--- src/rtl/tod_pkg.sv ---
package tod_pkg;
  localparam int DIGIT_W = 4;
  localparam int HOUR_W  = 5;

  typedef logic [DIGIT_W-1:0] bcd_t;

  typedef struct packed {
    bcd_t tens;
    bcd_t ones;
  } bcd_pair_t;

  // Binary hour (0..23) to two BCD digits.
  function automatic bcd_pair_t hour_to_bcd(input logic [HOUR_W-1:0] v);
    bcd_pair_t r;
    if (v >= HOUR_W'(20)) begin
      r.tens = DIGIT_W'(2);
      r.ones = DIGIT_W'(v - HOUR_W'(20));
    end else if (v >= HOUR_W'(10)) begin
      r.tens = DIGIT_W'(1);
      r.ones = DIGIT_W'(v - HOUR_W'(10));
    end else begin
      r.tens = '0;
      r.ones = DIGIT_W'(v);
    end
    return r;
  endfunction
endpackage

--- src/rtl/tod_tick_gen.sv ---
module tod_tick_gen #(
  parameter int DIV = 50_000_000
) (
  input  logic clk,
  input  logic rst,
  output logic tick
);
  localparam int CW = (DIV > 1) ? $clog2(DIV) : 1;
  localparam logic [CW-1:0] LAST = CW'(DIV - 1);

  logic [CW-1:0] cnt;

  assign tick = (cnt == LAST);

  always_ff @(posedge clk) begin
    if (rst || tick) cnt <= '0;
    else             cnt <= cnt + 1'b1;
  end
endmodule

--- src/rtl/tod_bcd60.sv ---
module tod_bcd60
  import tod_pkg::*;
(
  input  logic clk,
  input  logic rst,
  input  logic cnt_step,
  input  logic adj_step,
  output bcd_t tens,
  output bcd_t ones,
  output logic carry
);
  localparam bcd_t ONES_TOP = DIGIT_W'(9);
  localparam bcd_t TENS_TOP = DIGIT_W'(5);

  logic at_top;
  assign at_top = (tens == TENS_TOP) && (ones == ONES_TOP);
  assign carry  = cnt_step && !adj_step && at_top;

  always_ff @(posedge clk) begin
    if (rst) begin
      tens <= '0;
      ones <= '0;
    end else if (cnt_step || adj_step) begin
      if (ones == ONES_TOP) begin
        ones <= '0;
        tens <= (tens == TENS_TOP) ? '0 : tens + 1'b1;
      end else begin
        ones <= ones + 1'b1;
      end
    end
  end
endmodule

--- src/rtl/tod_wrap_ctr.sv ---
module tod_wrap_ctr #(
  parameter int W    = 5,
  parameter int LO   = 0,
  parameter int HI   = 23,
  parameter int INIT = 0
) (
  input  logic         clk,
  input  logic         rst,
  input  logic         step,
  output logic [W-1:0] val
);
  always_ff @(posedge clk) begin
    if (rst)       val <= W'(INIT);
    else if (step) val <= (val == W'(HI)) ? W'(LO) : val + 1'b1;
  end
endmodule

--- src/rtl/tod_clock.sv ---
module tod_clock
  import tod_pkg::*;
#(
  parameter int TICK_DIV = 50_000_000
) (
  input  logic       clk,
  input  logic       rst,
  input  logic       mode_12h,
  input  logic       inc_sec,
  input  logic       inc_min,
  input  logic       inc_hour,
  output logic [3:0] hr_tens,
  output logic [3:0] hr_ones,
  output logic [3:0] min_tens,
  output logic [3:0] min_ones,
  output logic [3:0] sec_tens,
  output logic [3:0] sec_ones,
  output logic       chime
);
  logic tick, sec_carry, min_carry, hour_step;
  logic [HOUR_W-1:0] h24, h12, h_sel;
  bcd_pair_t h_bcd;

  tod_tick_gen #(.DIV(TICK_DIV)) u_tick (
    .clk(clk), .rst(rst), .tick(tick)
  );

  tod_bcd60 u_sec (
    .clk(clk), .rst(rst), .cnt_step(tick), .adj_step(inc_sec),
    .tens(sec_tens), .ones(sec_ones), .carry(sec_carry)
  );

  tod_bcd60 u_min (
    .clk(clk), .rst(rst), .cnt_step(sec_carry), .adj_step(inc_min),
    .tens(min_tens), .ones(min_ones), .carry(min_carry)
  );

  assign hour_step = min_carry || inc_hour;

  tod_wrap_ctr #(.W(HOUR_W), .LO(0), .HI(23), .INIT(0)) u_h24 (
    .clk(clk), .rst(rst), .step(hour_step), .val(h24)
  );

  tod_wrap_ctr #(.W(HOUR_W), .LO(1), .HI(12), .INIT(12)) u_h12 (
    .clk(clk), .rst(rst), .step(hour_step), .val(h12)
  );

  assign h_sel   = mode_12h ? h12 : h24;
  assign h_bcd   = hour_to_bcd(h_sel);
  assign hr_tens = h_bcd.tens;
  assign hr_ones = h_bcd.ones;

  always_ff @(posedge clk) begin
    if (rst) chime <= 1'b0;
    else     chime <= min_carry;
  end
endmodule

--- config.mk ---
export PLATFORM = sky130hd
export DESIGN_NAME = tod_clock
export DESIGN_NICKNAME = d
export VERILOG_FILES = /design/src/rtl/tod_pkg.sv /design/src/rtl/tod_tick_gen.sv /design/src/rtl/tod_bcd60.sv /design/src/rtl/tod_wrap_ctr.sv /design/src/rtl/tod_clock.sv
export SDC_FILE = /design/constraint.sdc
export NUM_CORES = 1
export LEC_CHECK = 0
export ABC_CLOCK_PERIOD_IN_PS = 8200
export BUFFER_PORTS_ARGS = -buffer_cell sky130_fd_sc_hd__buf_2
export CORE_UTILIZATION = 63
export DETAILED_ROUTE_END_ITERATION = 7
export GPL_TIMING_DRIVEN = 1
export HOLD_SLACK_MARGIN = 0.06
export PLACE_DENSITY = 0.85
export SYNTH_ARGS = -nofsm -noshare
export SYNTH_HDL_FRONTEND = slang
export SYNTH_HIERARCHICAL = 1
export SYNTH_SLANG_ARGS = --single-unit
--- constraint.sdc ---
create_clock -name clk -period 8.2 [get_ports clk]
set_input_delay 0.41 -clock clk [delete_from_list [all_inputs] [get_ports clk]]
set_output_delay 0.41 -clock clk [all_outputs]
set_load 0.03 [all_outputs]
# Word-level counts from Yosys, hierarchy flattened
# Index checks and enable logic that the tools add are counted.
[classes] n_addsub=9 multipliers=0 div_mod_pow=0 n_lt_le_gt_ge=2 eq_ne=7 shifts=0 n_mux=9 bitwise_logic=0 reduce_logical=14
[op_table] cell="$add 26x1->26 const B" count=1
[op_table] cell="$eq 26x26->1 const B" count=1
[op_table] cell="$mux 5" count=4
[op_table] cell="$add 4x1->4 const B" count=4
[op_table] cell="$mux 4" count=4
[op_table] cell="$add 5x1->5 const B" count=2
[op_table] cell="$eq 4x3->1 const B" count=2
[op_table] cell="$eq 4x4->1 const B" count=2
[op_table] cell="$logic_and 1x1->1" count=6
[op_table] cell="$mux 6" count=1
[op_table] cell="$eq 5x4->1 const B" count=1
[op_table] cell="$eq 5x5->1 const B" count=1
[op_table] cell="$ge 5x4->1 const B" count=1
[op_table] cell="$ge 5x5->1 const B" count=1
[op_table] cell="$logic_or 1x1->1" count=4
[op_table] cell="$reduce_and 2->1" count=2
[op_table] cell="$sub 4x3->4 const B" count=1
[op_table] cell="$sub 4x4->4 const B" count=1
[op_table] cell="$logic_not 1->1" count=2
[word_totals] ff_bits=53 latchBits=0 ram_bits=0 mem_bits_ro=0 input_bits=6 out_inout_bits=25 word_cells=49 memories=0

# Logic depth before layout (Yosys ltp)
[depth] depth_word=6 mapped_depth=13

# Modules after synthesis
# Netlist, hierarchy kept.
[modules_own_cells] module="tod_tick_gen" instances=1 cells_each=147 area_per_inst_um2=1257.5 seq_area_each_um2=520.5
[modules_own_cells] module="tod_bcd60" instances=2 cells_each=47 area_per_inst_um2=394.1 seq_area_each_um2=160.2
[modules_own_cells] module="tod_clock" instances=1 cells_each=41 area_per_inst_um2=337.8 seq_area_each_um2=20.0
[modules_own_cells] module="tod_wrap_ctr at u_h12" instances=1 cells_each=28 area_per_inst_um2=250.2 seq_area_each_um2=100.1
[modules_own_cells] module="tod_wrap_ctr at u_h24" instances=1 cells_each=22 area_per_inst_um2=219.0 seq_area_each_um2=100.1

# Worst setup path after synthesis
# No wires, ideal clock.
[synth_path] kind="register to register" start="reg u_tick.cnt[0]" end="reg u_h12.val[4]" t_arrival_ns=3.730 required_time_ns=8.130 slack_ns=4.400 stages_incl_launch_ff=14 period_less_slack_ns=3.800 path_cell_list="dfxtp_1 ha_1 nand4_1 or4b_2 nor3_1 nand3b_1 nor4b_1 nand3b_1 nor4b_1 or2_2 buf_4 nand4_1 or3_1 a21oi_1"
[synth_via] elab_chain_cells=6
[synth_lines] item="start, declared" line="tod_tick_gen.sv:11" text="logic [CW-1:0] cnt;"
[synth_lines] item="start signal, assigned" line="tod_tick_gen.sv:17" text="else cnt <= cnt + 1'b1;"
[synth_lines] item="$eq 26x26->1" line="tod_tick_gen.sv:13" text="assign tick = (cnt == LAST);"
[synth_lines] item="named net tick" line="tod_clock.sv:20" text="logic tick, sec_carry, min_carry, hour_step;"
[synth_lines] item="$logic_and 1x1->1 (2 in a row)" line="tod_bcd60.sv:17" text="assign carry = cnt_step && !adj_step && at_top;"
[synth_lines] item="named net sec_carry" line="tod_clock.sv:20"
[synth_lines] item="$logic_and 1x1->1 (2 in a row)" line="tod_bcd60.sv:17"
[synth_lines] item="named net min_carry" line="tod_clock.sv:20"
[synth_lines] item="$logic_or 1x1->1" line="tod_clock.sv:38" text="assign hour_step = min_carry || inc_hour;"
[synth_lines] item="named net hour_step" line="tod_clock.sv:20"
[synth_lines] item="end signal, assigned" line="tod_wrap_ctr.sv:13" text="if (rst) val <= W'(INIT);"
[synth_lines] item="end signal, assigned" line="tod_wrap_ctr.sv:14" text="else if (step) val <= (val == W'(HI)) ? W'(LO) : val + 1'b1;"
[synth_lines] item="end, declared" line="tod_wrap_ctr.sv:10" text="output logic [W-1:0] val"
# The timed path passes the listed nets, and every way through them passes these cells.
# A chain may end at the register's enable or synchronous reset.

# Final worst setup path
# Same ends and word-level chain as after synthesis.

==> run metrics <==
post-CTS setup buffers=0; Final Setup Violations=0; sequential area share after synthesis=37.2%; Slew headroom=34.4%; clock skew after layout=5.92 ps; RSZ-0062 raised after global routing=no; post-synth top area share=37.2%; Slew Viols, Final=0; grt ovf=0; via density per instance=6.04; Post-DP Area=2980 µm²; Area Growth Syn to Fin=7.41%; share of cells above drive strength 1=14.7%; met2 global-route usage=42.5%; clk sinks=53; Core ar.=4350 µm²; largest net degree at the start of global routing=31; clk_lat worst skew=290 ps; FF-to-FF Start=u_tick/cnt[0]$_SDFF_PP0_; Reg2Reg Depth=12; Num CTS Buffers=5; Post-Place Worst Slack=3950 ps; via count=2446; Worst setup SP type=flop; GPL Wtd Cong=0.857; largest area contributor in the netlist=dfxtp_1; synth top area cells=dfxtp_1 37%, a21oi_1 4.7%, nor2_1 4.1%; Req. time, crit path=8430 ps; Worst-Margin Slew=985 ps; Row Count=24; Ys Warns=6; Seq cells post-synth=53; io pins=31; busiest grt layer=met2; DR DRC count=0; Worst EP arrival=4600 ps; met1 global-route usage=29.2%; hold path startpoint=inc_min; Avg Inst Size Synth=8.59 µm²; CTS tree=done; Die Wd=69.3 µm; CP peak stage delay=780 ps; Final nets=366; clock root cell=clkbuf_8; CP Class=reg2reg; Die Area=4800 µm²; DRT Pass-1 Iters=4; CTS Hold Bufs=0; Die Ht=69.3 µm; GRT Util Overall=23.8%; post-route setup TNS=0 ps; CTS-repair resized insts=0; initial antenna violation count=0; Yosys cell types=59; most common cell in the netlist=dfxtp_1; Post-synth ARST share=0%; Inserted Diodes=0; worst min-delay path endpoint=u_min/ones[0]$_SDFFE_PP0P_; drt wl/cell=13.3 µm; static leakage=1.11 nW; top_reg_cell synth=dfxtp_1; Pwr per Cell Area=156 nW/µm²; initial core utilization=65.5%; Final WS setup=3830 ps; total wire length=5.38 mm; final hold vios=0; DRT iter0 DRCs=111; crit-path cells=ha_1, nand4_1, or4b_2, nor3_1, nand3b_1, nor4b_1, nand3b_1, nor4b_1, or2_2, nand4_1, or3_1, a21oi_1; CP Max Fanout=13; Worst-path clk slew=90 ps; list of most frequent post-synthesis cells=53 x dfxtp_1, 31 x nor2_1, 27 x a21oi_1; Clock Path Buffers=2; Min-Delay Path Depth=3; Synth Instances=332; max cap viols=0; post-DP HPWL=3.77 mm; worst hold path class=in2reg; r2r setup slk=3830 ps; Post-Synthesis Cell Area=2850 µm²; Post-synth EDFFs=0; fmax=0.229 GHz; post-layout util=70.4%; Post-DRT Antenna Nets=0; Final period util=53.3%; vias in the first global route=2264; IR Drop Worst-Case VDD=0.129 mV; input/output buffers=28; minimum clock period=4370 ps; global-route wire length before repair=9.57 mm; crit end category=flop; H-tree depth=2; status=finished clean; GRT met3 Usage=3.49%; critical path's slowest cell=nor4b_1; RR Endpoint=u_h12/val[4]$_SDFFE_PP0P_; design area=3060 µm²
-- metal layers --
metal | vias to the layer above | share of wire, %
li1 | 1247 | -
met1 | 1155 | 46
met2 | 38 | 50
met3 | 6 | 2.8
met4 | 0 | 1.1
met5 | - | 0
-- critical path: cells and delay by family, from the launching register on --
family | cells | cell delay, ps
adders and majority gates | 1 | 240
and+or+nand+nor | 10 | 3540
DFF | 1 | 400
AOI/OAI and AO/OA | 1 | 130
-- metrics by stage --
stage	power (W)	std cells	hold WS, ps
floorplan	0.000328	333	441
global placement	0.000339	398	459
detailed placement	0.000341	398	480
CTS	0.000485	405	449
global route	0.000501	405	500
finish	0.000478	405	456
-- cell families (layout without fill, tap and decap cells) --
kind of cell | Yosys count | after routing | share of synthesized area [%]
AND/OR/NAND/NOR | 149 | 149 | 31.7
AO/OA/AOI/OAI | 67 | 67 | 14.3
flip-flops | 53 | 53 | 37.2
buffers and inverters | 29 | 49 | 4.78
XOR/XNOR | 17 | 17 | 5.22
multiplexers | 9 | 9 | 3.55
adder cells (fa/ha/maj) | 7 | 7 | 3.07
other | 1 | 2 | 0.131
-- flip-flops by register name, indices dropped and copies added (netlist names) --
| register | cells |
|---|---|
| u_h12/val | 5 |
| u_sec/ones | 4 |
| u_min/ones | 4 |
| chime | 1 |
| u_tick/cnt | 26 |
| u_sec/tens | 4 |
| u_min/tens | 4 |
| u_h24/val | 5 |
-- final cells by class --
type,instances,area (µm²)
timing repair buffer,28,140
sequential,53,1060
inverter,14,52.6
fill,346,1290
multi-input combinational,251,1660
tap,52,65.1
clock buffer,7,86.3
-- power by group --
group / internal (W) / switching (W)
combinational: 0.0000239 / 0.0000406
sequential: 0.000263 / 0.00000799
clock: 0.0000671 / 0.0000756
-- layout by cell type (no fill, tap or decap), types with 10 or more instances in the layout --
master / n
a21oi_1: 27
buf_2: 28
dfxtp_1: 53
inv_1: 14
nand2_1: 20
nand3_1: 10
nand4_1: 11
nor2_1: 31
o21ai_0: 15
or3_1: 12
or4_1: 10
-- worst max path at each step --
stage                        startpoint                   endpoint  slack [ps]  depth (start not counted)
2_1_floorplan  u_tick/cnt[0]$_SDFF_PP0_  u_h12/val[4]$_SDFFE_PP0P_        4400                         13
3_3_place_gp   u_tick/cnt[0]$_SDFF_PP0_  u_h12/val[4]$_SDFFE_PP0P_        4100                         12
3_5_place_dp   u_tick/cnt[0]$_SDFF_PP0_  u_h12/val[4]$_SDFFE_PP0P_        3950                         12
4_1_cts        u_tick/cnt[0]$_SDFF_PP0_  u_h12/val[4]$_SDFFE_PP0P_        3900                         12
5_1_grt        u_tick/cnt[0]$_SDFF_PP0_  u_h12/val[4]$_SDFFE_PP0P_        3550                         12
6_report       u_tick/cnt[0]$_SDFF_PP0_  u_h12/val[4]$_SDFFE_PP0P_        3830                         12
No activity file was read; power rests on OpenSTA's default activity.
